File: src/rtl/pipe_mac_pkg.sv
package pipe_mac_pkg;

    // Datapath variant chosen at elaboration
    typedef enum logic {
        DP_SINGLE = 1'b0,
        DP_SPLIT  = 1'b1
    } dp_mode_e;

    // Full-precision product width for two signed operands
    function automatic int unsigned prod_width(input int unsigned op_w);
        return 2 * op_w;
    endfunction

endpackage

File: src/rtl/pipe_mac_operand_reg.sv
module pipe_mac_operand_reg #(
    parameter int unsigned OP_W = 8
) (
    input  logic                   clk,
    input  logic                   rst,
    input  logic signed [OP_W-1:0] a_in,
    input  logic signed [OP_W-1:0] b_in,
    output logic signed [OP_W-1:0] a_q,
    output logic signed [OP_W-1:0] b_q
);

    typedef struct packed {
        logic signed [OP_W-1:0] a;
        logic signed [OP_W-1:0] b;
    } ops_t;

    ops_t ops_d, ops_q;

    always_comb begin
        ops_d   = ops_q;
        ops_d.a = a_in;
        ops_d.b = b_in;
        if (rst) begin
            ops_d = '0;
        end
    end

    always_ff @(posedge clk) begin
        ops_q <= ops_d;
    end

    assign a_q = ops_q.a;
    assign b_q = ops_q.b;

    // captured operands are zero right after a reset edge
    p_ops_cleared_r1: assert property (@(posedge clk) disable iff (rst)
        $past(rst) |-> (a_q == '0 && b_q == '0));

endmodule

File: src/rtl/pipe_mac_mult.sv
module pipe_mac_mult
    import pipe_mac_pkg::*;
#(
    parameter int unsigned OP_W   = 8,
    parameter dp_mode_e    MODE   = DP_SPLIT,
    localparam int unsigned PROD_W = prod_width(OP_W)
) (
    input  logic                     clk,
    input  logic                     rst,
    input  logic signed [OP_W-1:0]   a,
    input  logic signed [OP_W-1:0]   b,
    output logic signed [PROD_W-1:0] prod
);

    logic signed [PROD_W-1:0] prod_raw;

    always_comb begin
        prod_raw = PROD_W'(a) * PROD_W'(b);
    end

    generate
        if (MODE == DP_SPLIT) begin : g_split
            typedef struct packed {
                logic signed [PROD_W-1:0] prod;
            } mst_t;

            mst_t mst_d, mst_q;

            always_comb begin
                mst_d      = mst_q;
                mst_d.prod = prod_raw;
                if (rst) begin
                    mst_d = '0;
                end
            end

            always_ff @(posedge clk) begin
                mst_q <= mst_d;
            end

            assign prod = mst_q.prod;

            // the product register is cleared by reset
            p_prod_cleared_r1: assert property (@(posedge clk) disable iff (rst)
                $past(rst) |-> (prod == '0));

            // nonzero operands of opposite sign give a negative product
            p_prod_sign_r8: assert property (@(posedge clk) disable iff (rst)
                (!$past(rst) && $past(a != '0 && b != '0))
                |-> (prod[PROD_W-1] == $past(a[OP_W-1] ^ b[OP_W-1])));
        end else begin : g_single
            assign prod = prod_raw;
        end
    endgenerate

endmodule

File: src/rtl/pipe_mac_accum.sv
module pipe_mac_accum #(
    parameter int unsigned PROD_W = 16,
    parameter int unsigned ACC_W  = 32
) (
    input  logic                     clk,
    input  logic                     rst,
    input  logic signed [PROD_W-1:0] prod,
    output logic signed [ACC_W-1:0]  acc
);

    typedef struct packed {
        logic signed [ACC_W-1:0] acc;
    } ast_t;

    ast_t ast_d, ast_q;
    logic signed [ACC_W-1:0] prod_ext;

    always_comb begin
        prod_ext  = ACC_W'(prod);
        ast_d     = ast_q;
        ast_d.acc = ast_q.acc + prod_ext;
        if (rst) begin
            ast_d = '0;
        end
    end

    always_ff @(posedge clk) begin
        ast_q <= ast_d;
    end

    assign acc = ast_q.acc;

    // accumulator reads zero right after a reset edge
    p_acc_cleared_r1: assert property (@(posedge clk) disable iff (rst)
        $past(rst) |-> (acc == '0));

endmodule

File: src/rtl/pipe_mac.sv
module pipe_mac
    import pipe_mac_pkg::*;
#(
    parameter int unsigned OP_W      = 8,
    parameter int unsigned ACC_W     = 32,
    parameter bit          PIPELINED = 1'b1
) (
    input  logic                   clk,
    input  logic                   rst,
    input  logic signed [OP_W-1:0] op_a,
    input  logic signed [OP_W-1:0] op_b,
    output logic signed [ACC_W-1:0] acc_out
);

    localparam int unsigned PROD_W = prod_width(OP_W);
    localparam dp_mode_e    MODE   = PIPELINED ? DP_SPLIT : DP_SINGLE;

    logic signed [OP_W-1:0]   a_q;
    logic signed [OP_W-1:0]   b_q;
    logic signed [PROD_W-1:0] prod;

    pipe_mac_operand_reg #(
        .OP_W (OP_W)
    ) u_ops (
        .clk  (clk),
        .rst  (rst),
        .a_in (op_a),
        .b_in (op_b),
        .a_q  (a_q),
        .b_q  (b_q)
    );

    pipe_mac_mult #(
        .OP_W (OP_W),
        .MODE (MODE)
    ) u_mult (
        .clk  (clk),
        .rst  (rst),
        .a    (a_q),
        .b    (b_q),
        .prod (prod)
    );

    pipe_mac_accum #(
        .PROD_W (PROD_W),
        .ACC_W  (ACC_W)
    ) u_acc (
        .clk  (clk),
        .rst  (rst),
        .prod (prod),
        .acc  (acc_out)
    );

    // a captured pair with a zero operand leaves the sum unchanged
    // when it reaches the adder (two edges later when split, one when not)
    generate
        if (PIPELINED) begin : g_chk_split
            p_zero_op_holds_r6: assert property (@(posedge clk) disable iff (rst)
                (!$past(rst) && !$past(rst, 2) && $past(a_q == '0 || b_q == '0, 2))
                |-> (acc_out == $past(acc_out)));
        end else begin : g_chk_single
            p_zero_op_holds_r6: assert property (@(posedge clk) disable iff (rst)
                (!$past(rst) && $past(a_q == '0 || b_q == '0))
                |-> (acc_out == $past(acc_out)));
        end
    endgenerate

endmodule

File: config.mk
export PLATFORM = sky130hd
export DESIGN_NAME = pipe_mac
export DESIGN_NICKNAME = d
export VERILOG_FILES = /design/src/rtl/pipe_mac_pkg.sv /design/src/rtl/pipe_mac_operand_reg.sv /design/src/rtl/pipe_mac_mult.sv /design/src/rtl/pipe_mac_accum.sv /design/src/rtl/pipe_mac.sv
export SDC_FILE = /design/constraint.sdc
export NUM_CORES = 1
export LEC_CHECK = 0
export BUFFER_PORTS_ARGS = -buffer_cell sky130_fd_sc_hd__clkbuf_2
export CAP_MARGIN = 40
export CORE_MARGIN = 2
export CORE_UTILIZATION = 45
export CTS_BUF_LIST = sky130_fd_sc_hd__clkbuf_4 sky130_fd_sc_hd__clkbuf_8
export DETAILED_ROUTE_END_ITERATION = 12
export PLACE_DENSITY_LB_ADDON = 0.15
export SKIP_LAST_GASP = 1
export SYNTH_ARGS = -nofsm -noshare
export SYNTH_HDL_FRONTEND = slang
export SYNTH_HIERARCHICAL = 1
export SYNTH_SLANG_ARGS = --single-unit
File: constraint.sdc
create_clock -name clk -period 13.5 [get_ports clk]
set_clock_uncertainty 0.15 [all_clocks]
set_input_delay 0.675 -clock clk [delete_from_list [all_inputs] [get_ports clk]]
set_output_delay 0.675 -clock clk [all_outputs]
set_load 0.01 [all_outputs]
* Word level (Yosys, flattened, before mapping) *
Index checks and enable logic that the tools add are counted.

word-level totals
  register bits = 64
  input bits = 18
  output and inout bits = 32

operators by class
  add/sub/neg operators = 1
  $mul = 1

operator list
  cell              number
  $add A32 B16 Y32  1
  $mul A8 B8 Y16    1

* Longest topological paths before layout *
Gate-level depths: netlist (run 1).

  word-level depth = 1
  mapped depth = 17
  depth with buffers taken out = 17

* By module *
The synthesis (run 1) kept the hierarchy.

modules (own cells, without submodules)
  module                times used  cells an instance  area each (µm²)
  pipe_mac_mult         1           314                2,922.8
  pipe_mac_accum        1           345                2,760.1
  pipe_mac_operand_reg  1           33                 464.2

* Worst setup path before layout (run 1) *
No wires, ideal clock.

  kind = reg-to-reg
  from = reg u_ops.ops_q (netlist bit u_ops/a_q[7])
  to = reg u_mult.g_split.mst_q (netlist bit u_mult/prod[15])
  library setup time = 121 ps
  arrival = 4,274 ps
  data required time = 13,229 ps
  path slack = 8,956 ps
  cell stages (with the launch flop) = 16
  clock period less this slack = 4,544 ps
  cell sequence = dfxtp_1 -> and2_1 -> fa_1 -> inv_1 -> fa_1 -> inv_1 -> fa_1 -> inv_1 -> fa_1 -> inv_1 -> ha_1 -> a21o_1 -> a31o_1 -> a21o_1 -> a221oi_2 -> mux2_2

between the ends
  word-level cells in the longest chain between the ends = 1

ends and longest elaborated chain
  item                    line                        text
  start, declared         pipe_mac_operand_reg.sv:17  ops_t ops_d, ops_q;
  start signal, assigned  pipe_mac_operand_reg.sv:29  ops_q <= ops_d;
  $mul A8 B8 Y16          pipe_mac_mult.sv:18         prod_raw = PROD_W'(a) * PROD_W'(b);
  end signal, assigned    pipe_mac_mult.sv:38         mst_q <= mst_d;
  end, declared           pipe_mac_mult.sv:27         mst_t mst_d, mst_q;

No other way between the ends.
A chain may end at the register's enable or synchronous reset.

* Worst setup path in the final report (run 1) *
  from = reg u_ops.ops_q (netlist bit u_ops/b_q[3])
  to = reg u_mult.g_split.mst_q (netlist bit u_mult/prod[15])

The elaborated chain is that of the path after synthesis.

==> flow_metrics.env, run 1 <==
export IMPL_cellPowerDensity_nw_per_um2=144
export IMPL_max_freq_mhz=210
export IMPL_status="complete, no violations"
export IMPL_worstSetupPathType="flop to flop"
export IMPL_period_share_pct=35.2
export IMPL_p_total_uw=962
export IMPL_num_vias=4763
export IMPL_cp_max_fo=8
export IMPL_post_cts_buffers=0
export IMPL_path_buf_inv=2
export IMPL_io_buffers=49
export IMPL_num_io_pins=50
export IMPL_grt_max_degree=77
export IMPL_dpl_instance_area_um2=6520
export IMPL_core_um2=13300
export IMPL_first_pass_iters=5
export IMPL_drv_cap=0
export IMPL_drtIter0Drc=243
export IMPL_ys_flop_type="dfxtp_1"
export IMPL_grt_first_pass_wirelength_um=22200
export IMPL_drc=0
export IMPL_ys_ff_latch=64
export IMPL_synth_area_per_cell_um2=8.88
export IMPL_setup_viol=0
export IMPL_yosysWarningCount=6
export IMPL_required_ns=13.60
export IMPL_multi_input_area_um2=4430
export IMPL_cp_startpoint="u_ops/b_q[3]"
export IMPL_hold_depth=2
export IMPL_setup_tns_ns=0
export IMPL_end_kind="flop"
export IMPL_synth_compound_area_share_pct=15.7
export IMPL_die_x_um=121
export IMPL_first_global_vias=4677
export IMPL_slowest_stage="fa_1"
export IMPL_cts_resized=0
export IMPL_post_route_min_period_ns=4.75
export IMPL_die_area_um2=14600
export IMPL_synth_top_family_by_area="adder cells"
export IMPL_drive_gt1_share_pct=12.4
export IMPL_grt_usage_pct=19.2
export IMPL_viasPerCell=5.21
export IMPL_layout_nets=868
export IMPL_root_buffer="clkbuf_8"
export IMPL_overflow=0
export IMPL_tightest_slew_ns=0.988
export IMPL_antenna_cells=0
export IMPL_clock_latency_ns=0.36
export IMPL_start_util_pct=46.2
export IMPL_htree_levels=3
export IMPL_r2r_end="u_mult/prod[15]"
export IMPL_hold_end="u_ops/b_q[5]"
export IMPL_drt_total_wl_um=13200
export IMPL_final_hold_viol_count=0
export IMPL_finalWeightedCongestion=0.880
export IMPL_async_flop_share_pct=0
export IMPL_ys_types=66
export IMPL_fillers=1279
export IMPL_synthAdderAreaFrac_pct=30.4
export IMPL_wl_per_cell_um=14.4
export IMPL_netlist_area_um2=6150
export IMPL_slowest_delay_ns=0.54
export IMPL_drt_antenna_violating_nets=0
export IMPL_syn2layout_area_growth_pct=8.96
export IMPL_design_area_um2=6700
export IMPL_crit_family="adder cells"
export IMPL_rows=42
export IMPL_rr_worst_depth=13
export IMPL_worstPathCellList="and2_1 -> fa_1 -> inv_1 -> fa_1 -> fa_1 -> fa_1 -> inv_1 -> ha_1 -> a21o_1 -> a31o_1 -> a21o_1 -> a221oi_2 -> mux2_2"
export IMPL_yosys_area_share_simple_pct=20.7
export IMPL_ys_seq_area_share_pct=20.8
export IMPL_numCtsBuffers=9
export IMPL_cts_num_sinks=64
export IMPL_crit_path_start_kind="flop"
export IMPL_cts_hold_fix_buffers=0
export IMPL_syn_instance_count=692
export IMPL_relSlewSlack_pct=33.4
export IMPL_slew_viol_final=0
export IMPL_muxShareOfSynthArea_pct=0.896
export IMPL_p_leak_nw=3.14
export IMPL_r2r_slack_ns=8.75
export IMPL_fin_ws_ns=8.75
export IMPL_pre_cts_ws_ns=8.72
export IMPL_path_clk_slew_ns=0.06
export IMPL_cts_tree="yes"
export IMPL_fin_util_pct=50.4
export IMPL_synthXorXnorAreaFrac_pct=4.27
export IMPL_syn_nets=826
export IMPL_timing_hold_worst_start="op_b[5]"
export IMPL_die_y_um=121
export IMPL_max_vdd_ir_drop_v=0.0000582
export IMPL_ff_latch_area_um2=1280
export IMPL_synth_edf_count=0
export IMPL_rsz0062_at_grt="no"
export IMPL_r2r_start="u_ops/b_q[3]"
export IMPL_antenna_found_initial=0
export IMPL_cts_buffer_depth=2
export IMPL_dp_hpwl_um=10600
export IMPL_arrival_ns=4.85
export IMPL_cpMostUsedCell="fa_1"
export IMPL_hp_class="input port to flop"
-- power by group --
group	switching (mW)	internal, mW	total (mW)
clock	0.0741	0.0772	0.151
sequential	0.0326	0.239	0.271
combinational	0.322	0.217	0.540
total	0.429	0.533	0.962
-- stage by stage --
stage / instances / hold slack [ns]
final: 915 / 0.374
after CTS: 915 / 0.359
after floorplan: 692 / 0.304
after global placement: 899 / 0.396
after detailed placement: 899 / 0.381
after global routing: 915 / 0.362
-- area by class of cell --
class                      instances  share of cell area (%)
inverter                          87                    4.88
sequential                        64                    19.1
multi-input combinational        521                    66.2
clock inverter                     3                   0.262
tap                              176                    3.29
timing repair buffer              51                    3.89
clock buffer                      13                    2.39
-- per-layer routing --
metal	wire, µm	GRT usage [%]	vias to the layer above
li1	-	-	2422
met1	6340	26.3	2239
met2	6110	30.9	91
met3	623	3.85	11
met4	135	5.09	0
met5	0	0	-
-- state kept, by name (all words and copies together) (netlist names) --
name and flops:
u_acc/acc 32, u_ops/a_q 8, u_mult/prod 16, u_ops/b_q 8
-- logic make-up after synthesis --
group,count (synthesis)
compound gates,143
xor+xnor,30
mux,5
flops,64
simple gates,227
fa+ha+maj,116
buf+inv,107
-- synth_stat cells, drive strengths merged, types with 9 or more instances --
cell type	instances	share of area, %
a21o	15	1.9
a21oi	46	3.7
and2	47	4.8
clkbuf	13	0.90
dfxtp	64	21
fa	56	18
ha	60	12
inv	87	5.3
nand2	34	2.1
nand3	9	0.73
nand4	10	1.0
nor2	37	2.3
nor2b	31	3.4
nor3	25	2.0
o21a	13	1.6
o21ai	26	2.1
xnor2	18	2.6
xor2	12	1.7
-- worst max-delay path by stage --
stage | endpoint | slack, ns | depth (start not counted)
after detailed placement | u_mult/prod[15] | 8.72 | 13
after global routing | u_mult/prod[15] | 8.54 | 14
after floorplan | u_mult/prod[15] | 8.96 | 15
final | u_mult/prod[15] | 8.75 | 13
after CTS | u_mult/prod[15] | 8.71 | 13
after global placement | u_mult/prod[15] | 8.83 | 15
-- layout by cell type (no fill, tap or decap), types with 9 or more instances in the layout --
cell	count
xnor2_1	18
nor3_1	25
dfxtp_1	64
ha_1	60
xor2_1	12
nand4_1	10
clkbuf_8	10
nor2_1	37
a21oi_1	46
nor2b_1	24
a21o_1	14
inv_1	87
nand2_1	34
clkbuf_2	49
nand3_1	9
o21a_1	13
fa_1	56
and2_1	47
o21ai_0	21
Power figures use the tool's default switching activity.
==> inputs of run 2 (changes only) <==
- clock period: 13.5 -> 4.2 ns (I/O delays scaled with it)
==> run 2 against run 1 <==
The run now ends with negative setup slack left. Highest routed layer unchanged. Wire length increased by 5.3%. Critical endpoint unchanged. Count of clock-buffer cells in the layout is 4 lower. Global-route usage is 0.87 points higher. Largest power group unchanged. Non-clock buffer count up 63. Clock power rose to 3.6 times the previous value. Cell area up 12%. Utilization up 5.9 points. Via count up 5.8%.
==> flow_metrics.env, run 2 (synthesis gave the netlist of run 1 again) <==
export IMPL_drt_antenna_violating_nets=0
export IMPL_slowest_stage="fa_1"
export IMPL_crit_path_start_kind="flop"
export IMPL_drc=0
export IMPL_required_ns=4.32
export IMPL_first_pass_iters=5
export IMPL_grt_max_degree=48
export IMPL_antenna_cells=0
export IMPL_grt_first_pass_wirelength_um=23300
export IMPL_first_global_vias=4980
export IMPL_tightest_slew_ns=0.820
export IMPL_drtIter0Drc=304
export IMPL_io_buffers=49
export IMPL_crit_family="adder cells"
export IMPL_final_hold_viol_count=0
export IMPL_max_vdd_ir_drop_v=0.000225
export IMPL_overflow=0
export IMPL_die_y_um=121
export IMPL_fin_ws_ns=-0.184
export IMPL_finalWeightedCongestion=0.882
export IMPL_layout_common_cells="76 x inv_1, 55 x fa_1, 51 x dfxtp_1"
export IMPL_path_clk_slew_ns=0.09
export IMPL_drv_cap=0
export IMPL_p_total_mw=3.30
export IMPL_grt_usage_pct=20.1
export IMPL_die_x_um=121
export IMPL_largest_reg_flops=32
export IMPL_max_freq_mhz=228
export IMPL_slew_viol_final=0
export IMPL_htree_levels=3
export IMPL_violations="negative setup slack"
export IMPL_wl_per_cell_um=14.2
export IMPL_cts_buffer_depth=2
export IMPL_rows=42
export IMPL_r2r_slack_ns=-0.18
export IMPL_path_buf_inv=2
export IMPL_cpMostUsedCell="fa_1"
export IMPL_core_um2=13300
export IMPL_cp_max_fo=7
export IMPL_period_share_pct=104
export IMPL_drive_gt1_share_pct=25.1
export IMPL_rsz0062_at_grt="yes"
export IMPL_root_buffer="clkbuf_8"
export IMPL_hold_slack_ns=0.286
export IMPL_start_util_pct=46.2
export IMPL_dp_hpwl_um=10900
export IMPL_post_route_min_period_ns=4.38
export IMPL_clock_latency_ns=0.38
export IMPL_drt_total_wl_um=13900
export IMPL_arrival_ns=4.51
export IMPL_cp_startpoint="u_ops/a_q[7]"
export IMPL_num_vias=5039
export IMPL_p_leak_nw=3.45
export IMPL_antenna_found_initial=0
export IMPL_status="complete, but fails checks"
export IMPL_num_io_pins=50
export IMPL_fillers=1205
export IMPL_setup_viol=5
export IMPL_die_area_um2=14600
export IMPL_numCtsBuffers=9
export IMPL_layout_nets=931
export IMPL_cts_tree="yes"
export IMPL_hp_class="input port to flop"
export IMPL_cts_num_sinks=64
export IMPL_cellPowerDensity_nw_per_um2=441
export IMPL_relSlewSlack_pct=44.8
export IMPL_syn2layout_area_growth_pct=21.8
export IMPL_worstPathCellList="and2_4 -> fa_1 -> inv_2 -> fa_1 -> fa_1 -> fa_1 -> inv_2 -> ha_4 -> a21o_1 -> a31o_1 -> a21o_1 -> a221oi_2 -> mux2_4"
export IMPL_viasPerCell=5.15
export IMPL_end_kind="flop"
export IMPL_timing_hold_worst_start="rst"
export IMPL_slowest_delay_ns=0.59
export IMPL_r2r_start="u_ops/a_q[7]"
export IMPL_worstSetupPathType="flop to flop"
export IMPL_final_common_cell="inv_1"
## run 2: changes by cell type in the layout (fill, tap and decap cells not counted), sizes merged
cell	delta
bufinv	+1
buf	+47
clkbuf	-4
inv	+1
clkinvlp	+2
dlygate4sd3	+16
## run 2: per-layer routing
metal  global-route usage, %  routed length (µm)  share of wire [%]
met1                    27.2                6530                 47
met2                    32.6                6570                 47
met3                    3.43                 540                3.9
met4                    6.47                 274                2.0
met5                       0                   0                  0
## run 2: what timing repair did
item | CTS | global route
setup buffers | 0 | 9
hold endpoints to repair | 16 | 0
gates cloned | 0 | 0
resized for setup | 5 | 45
pin swaps | 1 | 43
endpoints found under the setup margin | 4 | 6
hold buffers | 16 | 0
## run 2: through the flow
| stage | cell area (µm²) | instances | utilization (%) | setup slack [ns] | TNS, ns |
|---|---|---|---|---|---|
| finish | 7490 | 978 | 56.3 | -0.184 | -0.318 |
| global placement | 6880 | 937 | 51.8 | -0.107 | -0.149 |
| floorplan | 6230 | 692 | - | -0.0221 | -0.0221 |
| global route | 7490 | 978 | 56.3 | -0.325 | -0.965 |
| detailed placement | 6880 | 937 | 51.8 | -0.198 | -0.320 |
| CTS | 7250 | 969 | 54.5 | -0.156 | -0.156 |
## run 2: final timing paths
| check | to | cells past startpoint |
|---|---|---|
| worst min-delay path | u_ops/b_q[5] | 2 |
| worst max-delay path | u_mult/prod[15] | 13 |
| worst min register to register | u_acc/acc[0] | 2 |
| worst max register to register | u_mult/prod[15] | 13 |
## run 2: power by group
part	total, mW	internal, mW	switching (mW)
registers	0.873	0.765	0.107
logic	1.88	0.801	1.08
clock network	0.546	0.273	0.273
total	3.30	1.84	1.46
## run 2: final cells by class
type	instances	area (µm²)	area share, %
clock buffer	9	124	1.65
clock inverter	7	71.3	0.953
inverter	87	327	4.36
multi-input combinational	521	4650	62.2
sequential	64	1320	17.6
tap	176	220	2.94
timing repair buffer	114	773	10.3
